$ cat src/rtl/fir_sa_pkg.sv
package fir_sa_pkg;
   // Sum of the fixed coefficients 5 + 13 + 5.
   localparam int COEF_GAIN = 23;
   // Extra bits needed so that COEF_GAIN * 2^(w-1) fits in a signed word.
   localparam int GROWTH_BITS = $clog2(COEF_GAIN);

   typedef enum int {
      FORM_SHARED   = 0,
      FORM_PRESUM   = 1
   } fir_form_e;

   function automatic int out_width(input int in_w);
      return in_w + GROWTH_BITS;
   endfunction
endpackage

$ cat src/rtl/fir_tap_line.sv
module fir_tap_line #(
   parameter int W     = 8,
   parameter int DEPTH = 2
) (
   input  logic                      clk,
   input  logic                      rst_n,
   input  logic                      shift,
   input  logic [W-1:0]              din,
   output logic [DEPTH-1:0][W-1:0]   taps
);
   if (DEPTH < 1) begin : g_bad_depth
      $error("fir_tap_line: DEPTH must be at least 1");
   end

   for (genvar i = 0; i < DEPTH; i++) begin : g_stage
      always_ff @(posedge clk) begin
         if (!rst_n)
            taps[i] <= '0;
         else if (shift)
            taps[i] <= (i == 0) ? din : taps[(i == 0) ? 0 : i-1];
      end
   end

   // history holds when no sample is accepted
   a_r4_hold_when_idle: assert property (@(posedge clk) disable iff (!rst_n)
      !shift |=> $stable(taps));
   // newest sample enters stage 0 on an accepted sample
   a_r4_load_newest: assert property (@(posedge clk) disable iff (!rst_n)
      shift |=> taps[0] == $past(din));
endmodule

$ cat src/rtl/fir_form_shared.sv
// Symmetric pre-add of the outer taps, one shared times-five term for the
// outer pair, a times-five term of the middle sample reused to make 13x.
module fir_form_shared #(
   parameter int IN_W = 8,
   parameter int OW   = 13
) (
   input  logic signed [IN_W-1:0] x0,
   input  logic signed [IN_W-1:0] x1,
   input  logic signed [IN_W-1:0] x2,
   output logic signed [OW-1:0]   y
);
   localparam int MAXV = fir_sa_pkg::COEF_GAIN * (2 ** (IN_W-1));

   logic signed [OW-1:0] e0, e1, e2;
   logic signed [OW-1:0] outer_sum, outer_x5, mid_x5, mid_x13;

   assign e0 = OW'(x0);
   assign e1 = OW'(x1);
   assign e2 = OW'(x2);

   assign outer_sum = e0 + e2;                       // h0 == h2
   assign outer_x5  = outer_sum + (outer_sum <<< 2); // 101b
   assign mid_x5    = e1 + (e1 <<< 2);               // shared 101b term
   assign mid_x13   = mid_x5 + (e1 <<< 3);           // 1101b = 101b + 1000b
   assign y         = outer_x5 + mid_x13;

   // the sum stays inside the representable gain range
   always_comb begin
      a_r6_in_range: assert (y <= MAXV && y >= -MAXV);
   end
endmodule

$ cat src/rtl/fir_form_presum.sv
// Factored form: p = x[n] + x[n-1]; y = 5p + 8x[n-1] + 5x[n-2].
module fir_form_presum #(
   parameter int IN_W = 8,
   parameter int OW   = 13
) (
   input  logic signed [IN_W-1:0] x0,
   input  logic signed [IN_W-1:0] x1,
   input  logic signed [IN_W-1:0] x2,
   output logic signed [OW-1:0]   y
);
   localparam int MAXV = fir_sa_pkg::COEF_GAIN * (2 ** (IN_W-1));

   logic signed [OW-1:0] e0, e1, e2;
   logic signed [OW-1:0] p, p_x5, old_x5, mid_x8;

   assign e0 = OW'(x0);
   assign e1 = OW'(x1);
   assign e2 = OW'(x2);

   assign p      = e0 + e1;
   assign p_x5   = p + (p <<< 2);
   assign old_x5 = e2 + (e2 <<< 2);
   assign mid_x8 = e1 <<< 3;
   assign y      = p_x5 + mid_x8 + old_x5;

   // the sum stays inside the representable gain range
   always_comb begin
      a_r6_in_range: assert (y <= MAXV && y >= -MAXV);
   end
endmodule

$ cat src/rtl/shiftadd_fir3.sv
module shiftadd_fir3 #(
   parameter int IN_W  = 8,
   parameter int FORM  = 0,
   localparam int OUT_W = fir_sa_pkg::out_width(IN_W)
) (
   input  logic                    clk,
   input  logic                    rst_n,
   input  logic                    in_valid,
   input  logic signed [IN_W-1:0]  in_data,
   output logic                    out_valid,
   output logic signed [OUT_W-1:0] out_data
);
   import fir_sa_pkg::*;

   localparam int HIST = 2;

   if (IN_W < 2) begin : g_bad_width
      $error("shiftadd_fir3: IN_W must be at least 2");
   end
   if (FORM != FORM_SHARED && FORM != FORM_PRESUM) begin : g_bad_form
      $error("shiftadd_fir3: FORM must be 0 or 1");
   end

   logic [HIST-1:0][IN_W-1:0] hist;
   logic signed [OUT_W-1:0]   sum;

   fir_tap_line #(.W(IN_W), .DEPTH(HIST)) u_taps (
      .clk   (clk),
      .rst_n (rst_n),
      .shift (in_valid),
      .din   (in_data),
      .taps  (hist)
   );

   if (FORM == FORM_SHARED) begin : g_shared
      fir_form_shared #(.IN_W(IN_W), .OW(OUT_W)) u_form (
         .x0 (in_data),
         .x1 ($signed(hist[0])),
         .x2 ($signed(hist[1])),
         .y  (sum)
      );
   end else begin : g_presum
      fir_form_presum #(.IN_W(IN_W), .OW(OUT_W)) u_form (
         .x0 (in_data),
         .x1 ($signed(hist[0])),
         .x2 ($signed(hist[1])),
         .y  (sum)
      );
   end

   always_ff @(posedge clk) begin
      if (!rst_n) begin
         out_valid <= 1'b0;
         out_data  <= '0;
      end else begin
         out_valid <= in_valid;
         if (in_valid)
            out_data <= sum;
      end
   end

   // a result follows every accepted sample after one cycle
   a_r2_valid_follows: assert property (@(posedge clk) disable iff (!rst_n)
      in_valid |=> out_valid);
   // no result without a sample in the previous cycle
   a_r2_no_spurious: assert property (@(posedge clk) disable iff (!rst_n)
      !in_valid |=> !out_valid);
   // output word holds across idle cycles
   a_r5_hold_output: assert property (@(posedge clk) disable iff (!rst_n)
      !in_valid |=> $stable(out_data));
   // reset clears the output
   a_r1_reset_clears: assert property (@(posedge clk)
      !rst_n |=> (out_valid == 1'b0 && out_data == '0));
endmodule

$ cat config.mk
export PLATFORM = sky130hd
export DESIGN_NAME = shiftadd_fir3
export DESIGN_NICKNAME = d
export VERILOG_FILES = /design/src/rtl/fir_sa_pkg.sv /design/src/rtl/fir_tap_line.sv /design/src/rtl/fir_form_shared.sv /design/src/rtl/fir_form_presum.sv /design/src/rtl/shiftadd_fir3.sv
export SDC_FILE = /design/constraint.sdc
export NUM_CORES = 1
export LEC_CHECK = 0
export ABC_AREA = 1
export CAP_MARGIN = 20
export CORE_MARGIN = 10
export CORE_UTILIZATION = 39
export CTS_BUF_LIST = sky130_fd_sc_hd__clkbuf_4 sky130_fd_sc_hd__clkbuf_8 sky130_fd_sc_hd__clkbuf_16
export DETAILED_ROUTE_END_ITERATION = 7
export SKIP_LAST_GASP = 1
export SLEW_MARGIN = 10
export SYNTH_ARGS = -nofsm -noshare
export SYNTH_HDL_FRONTEND = slang
export SYNTH_SLANG_ARGS = --single-unit
$ cat constraint.sdc
create_clock -name clk -period 6.13 [get_ports clk]
set_clock_uncertainty 0.1 [all_clocks]
set_input_delay 1.226 -clock clk [delete_from_list [all_inputs] [get_ports clk]]
set_output_delay 1.226 -clock clk [all_outputs]
set_load 0.005 [all_outputs]
# Word level (Yosys, flattened, before mapping)
# Cells that the tools add are included.
dict set report word_totals {
  reg_bits 30
  input_bits 11
  out_inout_bits 14
  wordCells 9
}
dict set report classes {
  n_addsub 5
}
# operator n
set op_table {}
lappend op_table {{adder 13 x 12 -> 13 bit} 1}
lappend op_table {{adder 13 bit} 1}
lappend op_table {{adder 11 x 11 -> 12 bit} 1}
lappend op_table {{adder 8 x 10 -> 11 bit} 1}
lappend op_table {{adder 8 x 8 -> 9 bit} 1}

# Depth between registers and ports, before layout
dict set report depth {
  word_depth 3
  ltp_mapped 25
  depth_no_buf 25
}

# By module
# From an unflattened synthesis, not the netlist that was laid out.
dict set report unflattened {
  cells_unflattened 417
  hier_area_um2 2885.3
}
# module instances cells_per_inst area_per_inst_um2 seq_area_each_um2
set modules_own_cells {}
lappend modules_own_cells {fir_form_shared 1 231 1637.8 0.0}
lappend modules_own_cells {fir_tap_line 1 101 674.4 320.3}
lappend modules_own_cells {shiftadd_fir3 1 85 573.0 280.3}

# Worst setup path before layout
# OpenSTA, ideal clock, no wires.
dict set report synth_timing {
  path_kind {input-to-reg}
  start {input port in_data[0]}
  end {register out_data[12]}
  setup_ps 109
  arrival_ps 4343
  required_time_ps 5921
  setup_slack_ps 1578
  stages 23
  path_buffers 0
  path_cell_list {ha_1 -> fa_1 -> nand3_1 -> nand3_2 -> nand2_1 -> nand2_1 -> nand2_1 -> nand2_1 -> nand2_1 -> a21boi_2 -> fa_1 -> inv_1 -> ha_1 -> ha_1 -> ha_1 -> nand2_1 -> nand2_1 -> a21oi_1 -> nand3_1 -> nand2_1 -> nand3_1 -> nand2_1 -> inv_1}
}
dict set report synth_via {
  elab_chain_cells 3
}
# element line_no
set synth_lines {}
lappend synth_lines {{start, declared} shiftadd_fir3.sv:9} ;# input logic signed [IN_W-1:0] in_data,
lappend synth_lines {{adder 8 x 8 -> 9 bit} fir_form_shared.sv:21} ;# assign outer_sum = e0 + e2;
lappend synth_lines {{adder 13 bit} fir_form_shared.sv:22} ;# assign outer_x5 = outer_sum + (outer_sum <<< 2);
lappend synth_lines {{adder 13 x 12 -> 13 bit} fir_form_shared.sv:25} ;# assign y = outer_x5 + mid_x13;
lappend synth_lines {{end signal, assigned} shiftadd_fir3.sv:58} ;# out_data <= sum;
lappend synth_lines {{end, declared} shiftadd_fir3.sv:11} ;# output logic signed [OUT_W-1:0] out_data
# Every way passes these cells.
# A chain may end at the register's enable or synchronous reset.

# Worst setup path after layout
# Ends and elaborated chain as after synthesis.

==> flow_summary.json <==
{
  "run_status": "finished, final reports clean",
  "critical_path.cell_chain": "clkdlybuf4s50_1, ha_1, fa_1, nand3_1, nand3_2, nand2_1, nand2_1, nand2_1, nand2_1, nand2_1, a21boi_2, fa_1, inv_1, ha_1, ha_1, ha_1, nand2_2, nor2_1, nand3_1, nand4_1, nand3_1, nand2_1, inv_1",
  "fin_tns_setup_ns": 0,
  "fp.dieArea_sq_um": 9800,
  "total_power_mw": 1.06,
  "synth_edf_count": 0,
  "worstPathBufferInverterCount": 3,
  "n_antenna_cell": 0,
  "cts_tree": "done",
  "tightestPinTransition_ns": 0.730,
  "signal_arrival_time_at_the_worst_endpoint_ns": 5.10,
  "largest_delay_contributor_family_on_the_critical_path": "adder cells",
  "worstReg2RegStart": "u_taps.taps[8]",
  "postCtsSetupRepairBufs": 0,
  "synth.ff_latch_count": 30,
  "startpoint_type": "input port",
  "timing.final.crit_share": 0.818,
  "cap_violations": 0,
  "hold_ws_ns": 0.401,
  "leading_post_synthesis_cells_by_cell_area": "sky130_fd_sc_hd__dfxtp_1, sky130_fd_sc_hd__fa_1, sky130_fd_sc_hd__ha_1",
  "clock_pin_slew_on_the_worst_setup_and_hold_paths_ns": 0.07,
  "grt_remaining_overflow": 0,
  "post_cts_resize_count": 0,
  "synth_top_cell_area_share": 0.247,
  "r2r-end": "out_data[12]",
  "postLayoutCoreUtil": 0.470,
  "worstSetupStartpoint": "in_data[0]",
  "grtUsageTotal": 0.111,
  "cts_num_sinks": 30,
  "antenna_left": 0,
  "worstHoldPathCells": 2,
  "clkLatencyLatePin_ns": 0.29,
  "drive_gt1_frac": 0.0383,
  "ys.flop_type": "sky130_fd_sc_hd__dfxtp_1",
  "synth_top_cell_by_area": "sky130_fd_sc_hd__dfxtp_1",
  "pin_count_of_the_biggest_net_entering_global_routing": 37,
  "crit_path_max_fanout": 5,
  "port_buffer_cells": 24,
  "rsz_0062_raised_after_global_routing": "false",
  "postSynth.asyncResetShare": 0,
  "initial_utilization": 0.406,
  "worstSetupEndpointType": "flop",
  "layout.filler_cells": 611,
  "die_height_microns": 99.0,
  "min-delay-start": "out_data[2]",
  "hold_path.class": "reg2reg",
  "drt_wirelength_microns": 4840,
  "clock_tree.htree_level_count": 2,
  "postSynthNetCount": 374,
  "final_net_count": 398,
  "post_layout_nonfiller_instances": 414,
  "cts.path.max_buffers": 2,
  "first_iter_violations": 71,
  "post_synth_instance_area_sq_um": 2430,
  "multi_input_area_sq_um": 1550,
  "sequential_cell_area_sq_um": 601,
  "clock_tree.root_cell": "sky130_fd_sc_hd__clkbuf_8",
  "worst_ir_drop_vdd_v": 0.000228,
  "critical_path.most_common_cell": "sky130_fd_sc_hd__nand2_1",
  "hold_path_end": "out_data[2]",
  "syn-mean-instance-area_sq_um": 7.73,
  "post_synth_num_cell_types": 23,
  "p_leak_nw": 1.46,
  "tritoncts.num_buffers": 5,
  "gpl.final_weighted_congestion": 0.845,
  "worst_path_required_ns": 6.22,
  "placed_cells_incl_taps": 407,
  "first_global_vias": 2095,
  "floorplan.die.width_microns": 99.0,
  "viasPerCell": 4.79,
  "critical_path.slowest_cell": "sky130_fd_sc_hd__fa_1",
  "areaGrowthSynthToFinish_pct": 15.8,
  "power.density_nw_per_um2": 376,
  "placeableCoreArea_sq_um": 5990,
  "r2r_setup_slack_ns": 2.20,
  "detailed_place_hpwl_microns": 3890,
  "setup.worst_path.class": "in2reg",
  "num_io_pins": 25,
  "via_count": 1985,
  "drt-pass1-iter-count": 4,
  "yosysMostFrequentCell": "sky130_fd_sc_hd__inv_1",
  "cts_hold_buffers": 0,
  "netlist_instances": 315,
  "final_hold_viol_count": 0,
  "ys_seq_area_frac": 0.247,
  "timing.fmax_ghz": 0.199,
  "max_transition_viols_final": 0,
  "ff2ff_path_depth": 22,
  "yosys_warnings": 0,
  "commonest_cells_in_the_synthesized_netlist": "sky130_fd_sc_hd__inv_1, sky130_fd_sc_hd__nand2_1, sky130_fd_sc_hd__nor2_1",
  "timing.final.crit_period_ns": 5.01,
  "max-slew-margin-rel": 0.512,
  "detail_route.wl_per_cell_microns": 11.7,
  "grt_antenna_before_repair": 0,
  "grt_pass1_wl_microns": 9190,
  "drt_drc_violations_left": 0,
  "slowest_delay_ns": 0.50,
  "placementRows": 28,
  "setup_viol": 0
}
power breakdown:
group	switching [mW]	total (mW)	internal (mW)
Clock	0.0760	0.152	0.0760
Combinational	0.377	0.662	0.285
Sequential	0.0164	0.246	0.230
layout make-up:
| cell class | count | area share |
|---|---|---|
| flip-flops and latches | 30 | 0.213 |
| well taps | 75 | 0.0333 |
| clock buffers | 5 | 0.0244 |
| clock inverters | 2 | 0.00355 |
| repair buffers | 25 | 0.0879 |
| multi-input cells | 212 | 0.551 |
| inverters | 65 | 0.0866 |
stage by stage:
stage / area, sq um / setup WS (ns)
finish: 2820 / 1.12
global route: 2820 / 0.728
CTS: 2820 / 1.08
detailed placement: 2740 / 0.832
global placement: 2740 / 0.858
floorplan: 2430 / 1.58
worst reg2reg max path: stages, from the launching register on:
cell and delay, ns:
sky130_fd_sc_hd__dfxtp_1 0.31, sky130_fd_sc_hd__ha_1 0.22, sky130_fd_sc_hd__fa_1 0.42, sky130_fd_sc_hd__nand3_1 0.12, sky130_fd_sc_hd__nand3_2 0.08, sky130_fd_sc_hd__nand2_1 0.07, sky130_fd_sc_hd__nand2_1 0.05, sky130_fd_sc_hd__nand2_1 0.06
sky130_fd_sc_hd__nand2_1 0.05, sky130_fd_sc_hd__nand2_1 0.10, sky130_fd_sc_hd__a21boi_2 0.10, sky130_fd_sc_hd__fa_1 0.50, sky130_fd_sc_hd__inv_1 0.04, sky130_fd_sc_hd__ha_1 0.29, sky130_fd_sc_hd__ha_1 0.30, sky130_fd_sc_hd__ha_1 0.37
sky130_fd_sc_hd__nand2_2 0.09, sky130_fd_sc_hd__nor2_1 0.16, sky130_fd_sc_hd__nand3_1 0.13, sky130_fd_sc_hd__nand4_1 0.11, sky130_fd_sc_hd__nand3_1 0.08, sky130_fd_sc_hd__nand2_1 0.07, sky130_fd_sc_hd__inv_1 0.03
metal layers:
metal,vias to the layer above,share of wire,global-route usage
met5,-,0,0
met4,0,0.0081,0.0320
met3,7,0.047,0.0377
met2,21,0.48,0.189
met1,927,0.47,0.128
li1,1030,-,-
state kept, by name, indices dropped and copies added, names as in the netlist:
name and flops:
out_data 13, out_valid 1, u_taps.taps 16
layout by cell type, fill, tap and decap left out:
cell type / n
sky130_fd_sc_hd__inv_1: 65
sky130_fd_sc_hd__nand2_1: 44
sky130_fd_sc_hd__nor2_1: 33
sky130_fd_sc_hd__dfxtp_1: 30
sky130_fd_sc_hd__a21oi_1: 26
sky130_fd_sc_hd__o21ai_0: 25
sky130_fd_sc_hd__ha_1: 25
sky130_fd_sc_hd__clkdlybuf4s50_1: 24
sky130_fd_sc_hd__fa_1: 23
sky130_fd_sc_hd__nand3_1: 16
sky130_fd_sc_hd__xor2_1: 6
sky130_fd_sc_hd__clkbuf_8: 5
sky130_fd_sc_hd__nand4_1: 3
sky130_fd_sc_hd__nand3_2: 2
sky130_fd_sc_hd__nand2_2: 2
sky130_fd_sc_hd__clkinv_2: 2
sky130_fd_sc_hd__nor3_1: 1
sky130_fd_sc_hd__a21boi_2: 1
sky130_fd_sc_hd__xnor2_1: 1
sky130_fd_sc_hd__o21a_1: 1
sky130_fd_sc_hd__o21ai_1: 1
sky130_fd_sc_hd__or2_1: 1
sky130_fd_sc_hd__a21o_1: 1
sky130_fd_sc_hd__buf_4: 1
logic make-up (layout without fill, tap and decap cells):
family	after synthesis	in the layout	share of synthesized area
buf+inv	73	97	0.115
fa+ha+maj	48	48	0.318
compound gates	55	55	0.118
xor+xnor	7	7	0.0252
flops	30	30	0.247
simple gates	102	102	0.177
worst max-delay path by stage:
stage | end | slack (ns) | depth (start not counted)
CTS | out_data[12] | 1.08 | 23
floorplan | out_data[12] | 1.58 | 23
detailed placement | out_data[12] | 0.83 | 23
global placement | out_data[12] | 0.86 | 23
finish | out_data[12] | 1.12 | 23
global route | out_data[12] | 0.73 | 24
Note: power is estimated with default switching activity, not from simulation.
